--- src/rtl/uart_tx_pkg.sv ---
`timescale 1ns/1ps
package uart_tx_pkg;
  typedef enum logic [1:0] {
    REG_BUF  = 2'd0,
    REG_FLAG = 2'd1,
    REG_CTRL = 2'd2,
    REG_VEC  = 2'd3
  } reg_sel_e;

  localparam int NSRC = 2;  // index 0 = ready (highest priority), 1 = complete
  localparam int SRC_RDY  = 0;
  localparam int SRC_DONE = 1;
endpackage

--- src/rtl/uart_tx_rstsync.sv ---
`timescale 1ns/1ps
module uart_tx_rstsync #(
  parameter int STAGES = 2
) (
  input  logic clk,
  input  logic rst_n,
  output logic rst_q_n
);
  logic [STAGES-1:0] sync_q;

  always_ff @(posedge clk or negedge rst_n) begin
    if (!rst_n) sync_q <= '0;
    else        sync_q <= {sync_q[STAGES-2:0], 1'b1};
  end

  assign rst_q_n = sync_q[STAGES-1];
endmodule

--- src/rtl/uart_tx_frame.sv ---
`timescale 1ns/1ps
module uart_tx_frame #(
  parameter int DATA_W = 8
) (
  input  logic              clk,
  input  logic              rst_n,
  input  logic              baud_tick,
  input  logic              two_stop,
  input  logic              buf_full,
  input  logic [DATA_W-1:0] buf_data,
  output logic              load,
  output logic              done_pulse,
  output logic              busy,
  output logic              txd
);
  localparam int FRAME_W = DATA_W + 3;          // start + data + up to two stops
  localparam int CNT_W   = $clog2(FRAME_W);

  logic               busy_q, busy_n;
  logic [FRAME_W-1:0] sh_q, sh_n;
  logic [CNT_W-1:0]   cnt_q, cnt_n;
  logic               last_bit;

  always_comb begin
    last_bit   = busy_q && (cnt_q == '0);
    load       = baud_tick && buf_full && (!busy_q || last_bit);
    done_pulse = baud_tick && last_bit && !buf_full;
    busy_n     = busy_q;
    sh_n       = sh_q;
    cnt_n      = cnt_q;
    if (load) begin
      busy_n = 1'b1;
      sh_n   = {2'b11, buf_data, 1'b0};
      cnt_n  = two_stop ? CNT_W'(FRAME_W - 1) : CNT_W'(FRAME_W - 2);
    end else if (baud_tick && busy_q) begin
      if (last_bit) begin
        busy_n = 1'b0;
      end else begin
        sh_n  = {1'b1, sh_q[FRAME_W-1:1]};
        cnt_n = cnt_q - 1'b1;
      end
    end
  end

  always_ff @(posedge clk or negedge rst_n) begin
    if (!rst_n) begin
      busy_q <= 1'b0;
      sh_q   <= '1;
      cnt_q  <= '0;
    end else begin
      busy_q <= busy_n;
      sh_q   <= sh_n;
      cnt_q  <= cnt_n;
    end
  end

  assign busy = busy_q;
  assign txd  = busy_q ? sh_q[0] : 1'b1;
endmodule

--- src/rtl/uart_tx_irqctl.sv ---
`timescale 1ns/1ps
module uart_tx_irqctl
  import uart_tx_pkg::*;
#(
  parameter int W = 8
) (
  input  logic            clk,
  input  logic            rst_n,
  input  logic            set_rdy,
  input  logic            set_done,
  input  logic            buf_wr,
  input  logic            flag_wr,
  input  logic [NSRC-1:0] flag_wdata,
  input  logic            ctrl_wr,
  input  logic [NSRC:0]   ctrl_wdata,
  input  logic            vec_rd,
  output logic            rdy,
  output logic            done,
  output logic [NSRC-1:0] ien,
  output logic            two_stop,
  output logic [W-1:0]    vec_code,
  output logic            irq
);
  logic            rdy_q, rdy_n, done_q, done_n, stop_q, stop_n;
  logic [NSRC-1:0] ien_q, ien_n, pend, sel;

  always_comb begin
    pend     = {done_q, rdy_q} & ien_q;
    vec_code = '0;
    sel      = '0;
    for (int i = NSRC - 1; i >= 0; i--) begin
      if (pend[i]) begin
        vec_code = W'(2 * (i + 1));
        sel      = '0;
        sel[i]   = 1'b1;
      end
    end
  end

  always_comb begin
    rdy_n  = rdy_q;
    done_n = done_q;
    ien_n  = ien_q;
    stop_n = stop_q;
    if (buf_wr)                    rdy_n = 1'b0;
    else if (set_rdy)              rdy_n = 1'b1;
    else if (vec_rd && sel[SRC_RDY]) rdy_n = 1'b0;
    else if (flag_wr)              rdy_n = flag_wdata[SRC_RDY];
    if (set_done)                  done_n = 1'b1;
    else if (vec_rd && sel[SRC_DONE]) done_n = 1'b0;
    else if (flag_wr)              done_n = flag_wdata[SRC_DONE];
    if (ctrl_wr) begin
      ien_n  = ctrl_wdata[NSRC-1:0];
      stop_n = ctrl_wdata[NSRC];
    end
  end

  always_ff @(posedge clk or negedge rst_n) begin
    if (!rst_n) begin
      rdy_q  <= 1'b1;
      done_q <= 1'b0;
      ien_q  <= '0;
      stop_q <= 1'b0;
    end else begin
      rdy_q  <= rdy_n;
      done_q <= done_n;
      ien_q  <= ien_n;
      stop_q <= stop_n;
    end
  end

  assign rdy      = rdy_q;
  assign done     = done_q;
  assign ien      = ien_q;
  assign two_stop = stop_q;
  assign irq      = |pend;
endmodule

--- src/rtl/uart_tx_vec.sv ---
`timescale 1ns/1ps
module uart_tx_vec
  import uart_tx_pkg::*;
#(
  parameter int DATA_W = 8
) (
  input  logic              clk,
  input  logic              rst_n,
  input  logic              baud_tick,
  input  logic              wr_en,
  input  logic [1:0]        wr_addr,
  input  logic [DATA_W-1:0] wr_data,
  input  logic              rd_en,
  input  logic [1:0]        rd_addr,
  output logic [DATA_W-1:0] rd_data,
  output logic              irq,
  output logic              txd
);
  logic              rst_q_n;
  logic              buf_wr, flag_wr, ctrl_wr, vec_rd;
  logic [DATA_W-1:0] buf_q, buf_n;
  logic              full_q, full_n;
  logic              fr_load, fr_done, fr_busy;
  logic              rdy, done, two_stop;
  logic [NSRC-1:0]   ien;
  logic [DATA_W-1:0] vec_code;

  uart_tx_rstsync #(.STAGES(2)) u_rst (
    .clk(clk), .rst_n(rst_n), .rst_q_n(rst_q_n)
  );

  always_comb begin
    buf_wr  = wr_en && (reg_sel_e'(wr_addr) == REG_BUF);
    flag_wr = wr_en && (reg_sel_e'(wr_addr) == REG_FLAG);
    ctrl_wr = wr_en && (reg_sel_e'(wr_addr) == REG_CTRL);
    vec_rd  = rd_en && (reg_sel_e'(rd_addr) == REG_VEC);
    buf_n   = buf_wr ? wr_data : buf_q;
    full_n  = buf_wr ? 1'b1 : (fr_load ? 1'b0 : full_q);
  end

  always_ff @(posedge clk or negedge rst_q_n) begin
    if (!rst_q_n) begin
      buf_q  <= '0;
      full_q <= 1'b0;
    end else begin
      buf_q  <= buf_n;
      full_q <= full_n;
    end
  end

  uart_tx_frame #(.DATA_W(DATA_W)) u_frame (
    .clk(clk), .rst_n(rst_q_n), .baud_tick(baud_tick), .two_stop(two_stop),
    .buf_full(full_q), .buf_data(buf_q), .load(fr_load), .done_pulse(fr_done),
    .busy(fr_busy), .txd(txd)
  );

  uart_tx_irqctl #(.W(DATA_W)) u_irq (
    .clk(clk), .rst_n(rst_q_n), .set_rdy(fr_load), .set_done(fr_done),
    .buf_wr(buf_wr), .flag_wr(flag_wr), .flag_wdata(wr_data[NSRC-1:0]),
    .ctrl_wr(ctrl_wr), .ctrl_wdata(wr_data[NSRC:0]), .vec_rd(vec_rd),
    .rdy(rdy), .done(done), .ien(ien), .two_stop(two_stop),
    .vec_code(vec_code), .irq(irq)
  );

  always_comb begin
    case (reg_sel_e'(rd_addr))
      REG_BUF:  rd_data = buf_q;
      REG_FLAG: rd_data = DATA_W'({done, rdy});
      REG_CTRL: rd_data = DATA_W'({two_stop, ien});
      default:  rd_data = vec_code;
    endcase
  end
endmodule

--- config.mk ---
export PLATFORM = sky130hd
export DESIGN_NAME = uart_tx_vec
export DESIGN_NICKNAME = d
export VERILOG_FILES = /design/src/rtl/uart_tx_pkg.sv /design/src/rtl/uart_tx_rstsync.sv /design/src/rtl/uart_tx_frame.sv /design/src/rtl/uart_tx_irqctl.sv /design/src/rtl/uart_tx_vec.sv
export SDC_FILE = /design/constraint.sdc
export NUM_CORES = 1
export LEC_CHECK = 0
export ABC_AREA = 0
export BUFFER_PORTS_ARGS = -buffer_cell sky130_fd_sc_hd__buf_2
export CAP_MARGIN = 20
export CORE_ASPECT_RATIO = 1.4
export CORE_MARGIN = 2
export CORE_UTILIZATION = 45
export CTS_CLUSTER_DIAMETER = 50
export CTS_CLUSTER_SIZE = 16
export DETAILED_ROUTE_END_ITERATION = 10
export PLACE_DENSITY = 0.77
export SLEW_MARGIN = 5
export SYNTH_ARGS = -nofsm -noshare
export SYNTH_HDL_FRONTEND = slang
export SYNTH_SLANG_ARGS = --single-unit
--- constraint.sdc ---
create_clock -name clk -period 3.2 [get_ports clk]
set_input_delay 0.64 -clock clk [delete_from_list [all_inputs] [get_ports clk]]
set_output_delay 0.64 -clock clk [all_outputs]
set_load 0.1 [all_outputs]
Yosys cells after proc, flatten, opt, wreduce, memory -nomap -nowiden --
Cells that the tools add are included.
Word-level totals: register bits after elaboration 32, bits of input ports 17, word-level logic and storage cells 69
Operators by class: add/sub/neg operators 1, eq/ne operators 6, multiplexer cells 25, bitwise operators 1, reduce and logical (&&, ||, !) cells 26
Operators by type and width (number):
- 11-bit 2-to-1 mux | 3
- 8-bit case mux with 3 select lines | 1
- 1-bit 2-to-1 mux | 13
- 1-bit logical AND | 12
- 4-bit 2-to-1 mux | 3
- 8-bit 2-to-1 mux | 1
- 2-bit equality test, second input constant | 3
- 2-bit 2-to-1 mux | 3
- 2-bit nonzero test | 3
- 2-bit by 1-bit equality test with 1-bit output, second input constant | 2
- 2-bit zero test | 2
- 4-bit zero test | 1
- 2-bit AND reduction | 2
- 4-bit nonzero test | 1
- 4-bit by 1-bit subtractor with 4-bit output, second input constant | 1
- 3-bit 2-to-1 mux | 1
- 3-bit nonzero test | 1
- 2-bit AND | 1
- 1-bit zero test | 2
- 2-bit inequality test, second input constant | 1
- 2-bit OR reduction | 1
- 1-bit logical OR | 1

Logic depth before layout (Yosys ltp) --
depth in word-level cells 7, mapped depth 7

Modules after synthesis --
Synthesis repeated with hierarchy kept, for this count alone.
Second synthesis, totals: cells, all modules 139, area, all modules 1614.0 um2
Modules (own cells, without submodules):
- uart_tx_frame | times used 1, cells each 75, area an instance 769.5 um2, seq. area each 361.6 um2
- uart_tx_vec | times used 1, cells each 35, area an instance 503.0 um2, seq. area each 225.2 um2
- uart_tx_irqctl | times used 1, cells each 26, area an instance 287.8 um2, seq. area each 126.4 um2
- uart_tx_rstsync | times used 1, cells each 3, area an instance 53.8 um2, seq. area each 50.0 um2

Least setup slack after synthesis --
OpenSTA, ideal clock, no wires.
kind input port to output port, start input rd_addr[0], end output rd_data[0], arrival time 3.078 ns, data required time 2.560 ns, path slack -0.518 ns, cell stages on the path 3, cell sequence clkbuf_1 mux2i_1 o21ai_0
On the way: word-level cells in the longest chain between the ends 2
Ends and longest elaborated chain:
- start: declaration | line uart_tx_vec.sv:14 | input logic [1:0] rd_addr,
- 2-bit equality test (tied with other cells) | line uart_tx_vec.sv:66 | case (reg_sel_e'(rd_addr))
- 8-bit case mux with 3 select lines * | line uart_tx_vec.sv:66
- end: declaration | line uart_tx_vec.sv:15 | output logic [DATA_W-1:0] rd_data,
Mark *: on every way between the ends. The rest lies on a longest branch, timed or not.

Final worst setup path --
start input rd_addr[1], end output rd_data[6]
The elaborated chain is that of the path after synthesis.

==> run summary <==
DRT Wirelength -> 3400 um
WP data arrival -> 1.71 ns
Clk buf depth -> 2
ANT cells -> 0
Num rows -> 25
Power per cell area -> 925 mW/mm^2
Max Clk Rate -> 425 MHz
Residual DRC -> 0
Most numerous cell in the Yosys netlist -> dfrtp_1
R2r setup slk -> 1.32 ns
Cts hold-fix bufs -> 0
Die Height -> 74.2 um
CTS root buf -> clkbuf_8
Final RePlAce weighted congestion -> 0.777
Simple-gate share of the synthesized area -> 0.152
Core Footprint -> 0.00338 mm^2
DPL Wire Length -> 2440 um
CP max FO -> 6
Antenna violations before repair -> 0
Fin crit share -> 0.736
Worst r2r src -> u_frame.cnt_q[0]$_DFFE_PN0P_
Die area -> 0.00401 mm^2
Resize count post-CTS -> 0
Vias in the first global route -> 1271
Synthesized-area fraction occupied by adder cells -> 0.00791
Largest family of logic cells by synthesized area -> compound AO/OA/AOI/OAI gates
Cell area after placement -> 0.00173 mm^2
Final Power -> 1.70 mW
Fraction of registers with async set/reset -> 1.00
Post-synthesis cell area -> 0.00158 mm^2
Post-synth top area cell -> dfrtp_1
Ys Warns -> 0
Syn nets -> 177
Gr usage total -> 0.191
Pin count of the biggest net entering global routing -> 29
DR vias/cell -> 5.89
Number of detailed-route iterations in the first pass -> 4
CP Capture Point -> rd_data[6]
Clk pin slew, worst setup/hold paths -> 0.06 ns
Layout cells sized above 1 -> 0.317
Clk sinks -> 30
Top_reg_cell synth -> dfrtp_1
Setup Buffers After CTS -> 0
Nets@finish -> 203
Crit Path Category -> input port to output pin
Clk_skew -> 0.00231 ns
Synth top area cells -> dfrtp_1, dfstp_2, mux2_2
Final hold vios -> 0
Port Buffers -> 26
Outcome -> completed
Max_cap viols -> 0
Top cells by count, synth -> dfrtp_1, nand2_1, o21ai_0, mux2_2, a21oi_1
First-pass GRT wire length -> 5580 um
TritonCTS Buffers -> 5
Htree depth -> 2
Hold Path Class -> register to asynchronous set/reset pin
DR iter-0 viols -> 37
Via count -> 1331
Final TNS setup -> 0 ns
Post-detailed-route count of antenna-violating nets -> 0
Initial Util -> 0.469
Area grow syn2layout -> 16.0%
Die Span X -> 54.1 um
Final instance area -> 0.00184 mm^2
FF-to-FF path depth -> 6
Worst setup EP type -> output pin
Post-synth EDFFs -> 0
Clk_lat worst skew -> 0.27 ns
Compound-Gate Fraction of Synth Area -> 0.202
Syn Area/Cell -> 9.95 um^2
# setup viols final -> 0
Slew margin rel. -> 0.630
Routed wire per std cell -> 15.0 um
Leakage -> 0.801 nW
Sequential fraction of the synthesis area -> 0.482
Reg2reg end -> u_frame.sh_q[1]$_DFFE_PN1P_
#FFs+latches synth -> 30
Grt total ovfl -> 0
CTS tree -> yes
RSZ-0062 raised after global routing -> false
CP required -> 2.56 ns
Setup crit start -> rd_addr[1]
Filler cell count -> 306
IO Count -> 27
Slew @ Worst Pin -> 0.555 ns
Mux cell area share after synthesis -> 0.112
Final min period -> 2.35 ns
Distinct cells, synth -> 39
Fin. max-slew vios -> 0
Worst setup SP type -> input port
Peak supply drop -> 0.671 mV
Synth Area in XOR/XNOR -> 0
Top-area cell type share of the netlist area -> 0.316
Syn Inst Count -> 159
[how the worst min path moves through the flow]
stage,start,to,slack (ns),cells after the start
floorplan,u_rst.sync_q[0]$_DFF_PN0_,u_rst.sync_q[1]$_DFF_PN0_,0.33,0
global placement,u_rst.sync_q[0]$_DFF_PN0_,u_rst.sync_q[1]$_DFF_PN0_,0.34,0
detailed placement,u_rst.sync_q[0]$_DFF_PN0_,u_rst.sync_q[1]$_DFF_PN0_,0.34,0
CTS,rst_n,u_rst.sync_q[0]$_DFF_PN0_,0.13,1
global route,rst_n,u_rst.sync_q[0]$_DFF_PN0_,0.13,1
finish,u_rst.sync_q[1]$_DFF_PN0_,buf_q[3]$_DFFE_PN0P_,0.14,0
[cell usage in the layout, fill, tap and decap left out, types with 2 or more instances in the layout]
master / synthesis / layout
buf_2: 4 / 26
dfrtp_1: 20 / 20
nand2_1: 18 / 18
o21ai_0: 15 / 14
mux2_2: 12 / 12
a21oi_1: 11 / 11
dfstp_2: 10 / 10
nor2_1: 8 / 8
o221ai_1: 7 / 7
inv_1: 6 / 6
and2_1: 6 / 6
o22ai_1: 6 / 6
clkbuf_8: 0 / 5
nand3b_1: 3 / 3
nand4_1: 3 / 3
clkbuf_1: 3 / 3
mux2i_1: 2 / 2
a21o_1: 2 / 2
nand3_1: 2 / 2
[where the power goes]
part / switching (mW) / leakage (nW) / total, mW / internal (mW)
clock: 0.129 / 0.0395 / 0.283 / 0.154
combinational: 0.477 / 0.423 / 0.716 / 0.239
sequential: 0.156 / 0.338 / 0.698 / 0.542
[flip-flops by register name, summed over array words and instances (netlist names)]
| register | flops |
|---|---|
| u_irq.rdy | 1 |
| u_frame.busy | 1 |
| u_frame.cnt_q | 4 |
| u_irq.done | 1 |
| full_q | 1 |
| u_rst.sync_q | 2 |
| u_frame.sh_q | 9 |
| buf_q | 8 |
| u_irq.two_stop | 1 |
| u_irq.ien | 2 |
[through the flow]
| step | util | cells | hold slack [ns] | setup slack (ns) |
|---|---|---|---|---|
| 3_5_place_dp | 0.511 | 217 | 0.336 | 0.859 |
| 4_1_cts | 0.535 | 225 | 0.126 | 0.852 |
| 3_3_place_gp | 0.511 | 217 | 0.341 | 0.886 |
| 6_report | 0.543 | 226 | 0.136 | 0.846 |
| 2_1_floorplan | - | 159 | 0.331 | 0.235 |
| 5_1_grt | 0.543 | 226 | 0.127 | 0.796 |
[worst max-delay path: stages]
cell	delay [ns]
buf_2	0.14
nor2_1	0.32
and2_1	0.19
buf_2	0.42
[kinds of logic (layout without fill, tap and decap cells)]
group / Yosys count / after routing
buffers and inverters: 15 / 42
other: 1 / 1
adder cells (fa/ha/maj): 1 / 1
AO/OA/AOI/OAI: 50 / 50
multiplexers: 15 / 15
AND/OR/NAND/NOR: 47 / 47
flip-flops: 30 / 30
[final cells by class]
class                      instances  area [um^2]  area share
multi-input combinational        114          754       0.411
tap                               40         50.0      0.0273
sequential                        30          763       0.416
timing repair buffer              28          165      0.0900
inverter                           6         22.5      0.0123
clock buffer                       8         80.1      0.0436
[metal layers]
layer	vias up	part of all wire	GRT usage
met3	5	0.052	0.0502
li1	631	-	-
met1	650	0.41	0.225
met4	0	0.012	0.0722
met2	45	0.52	0.327
met5	-	0	0
No activity file was read; power rests on OpenSTA's default activity.
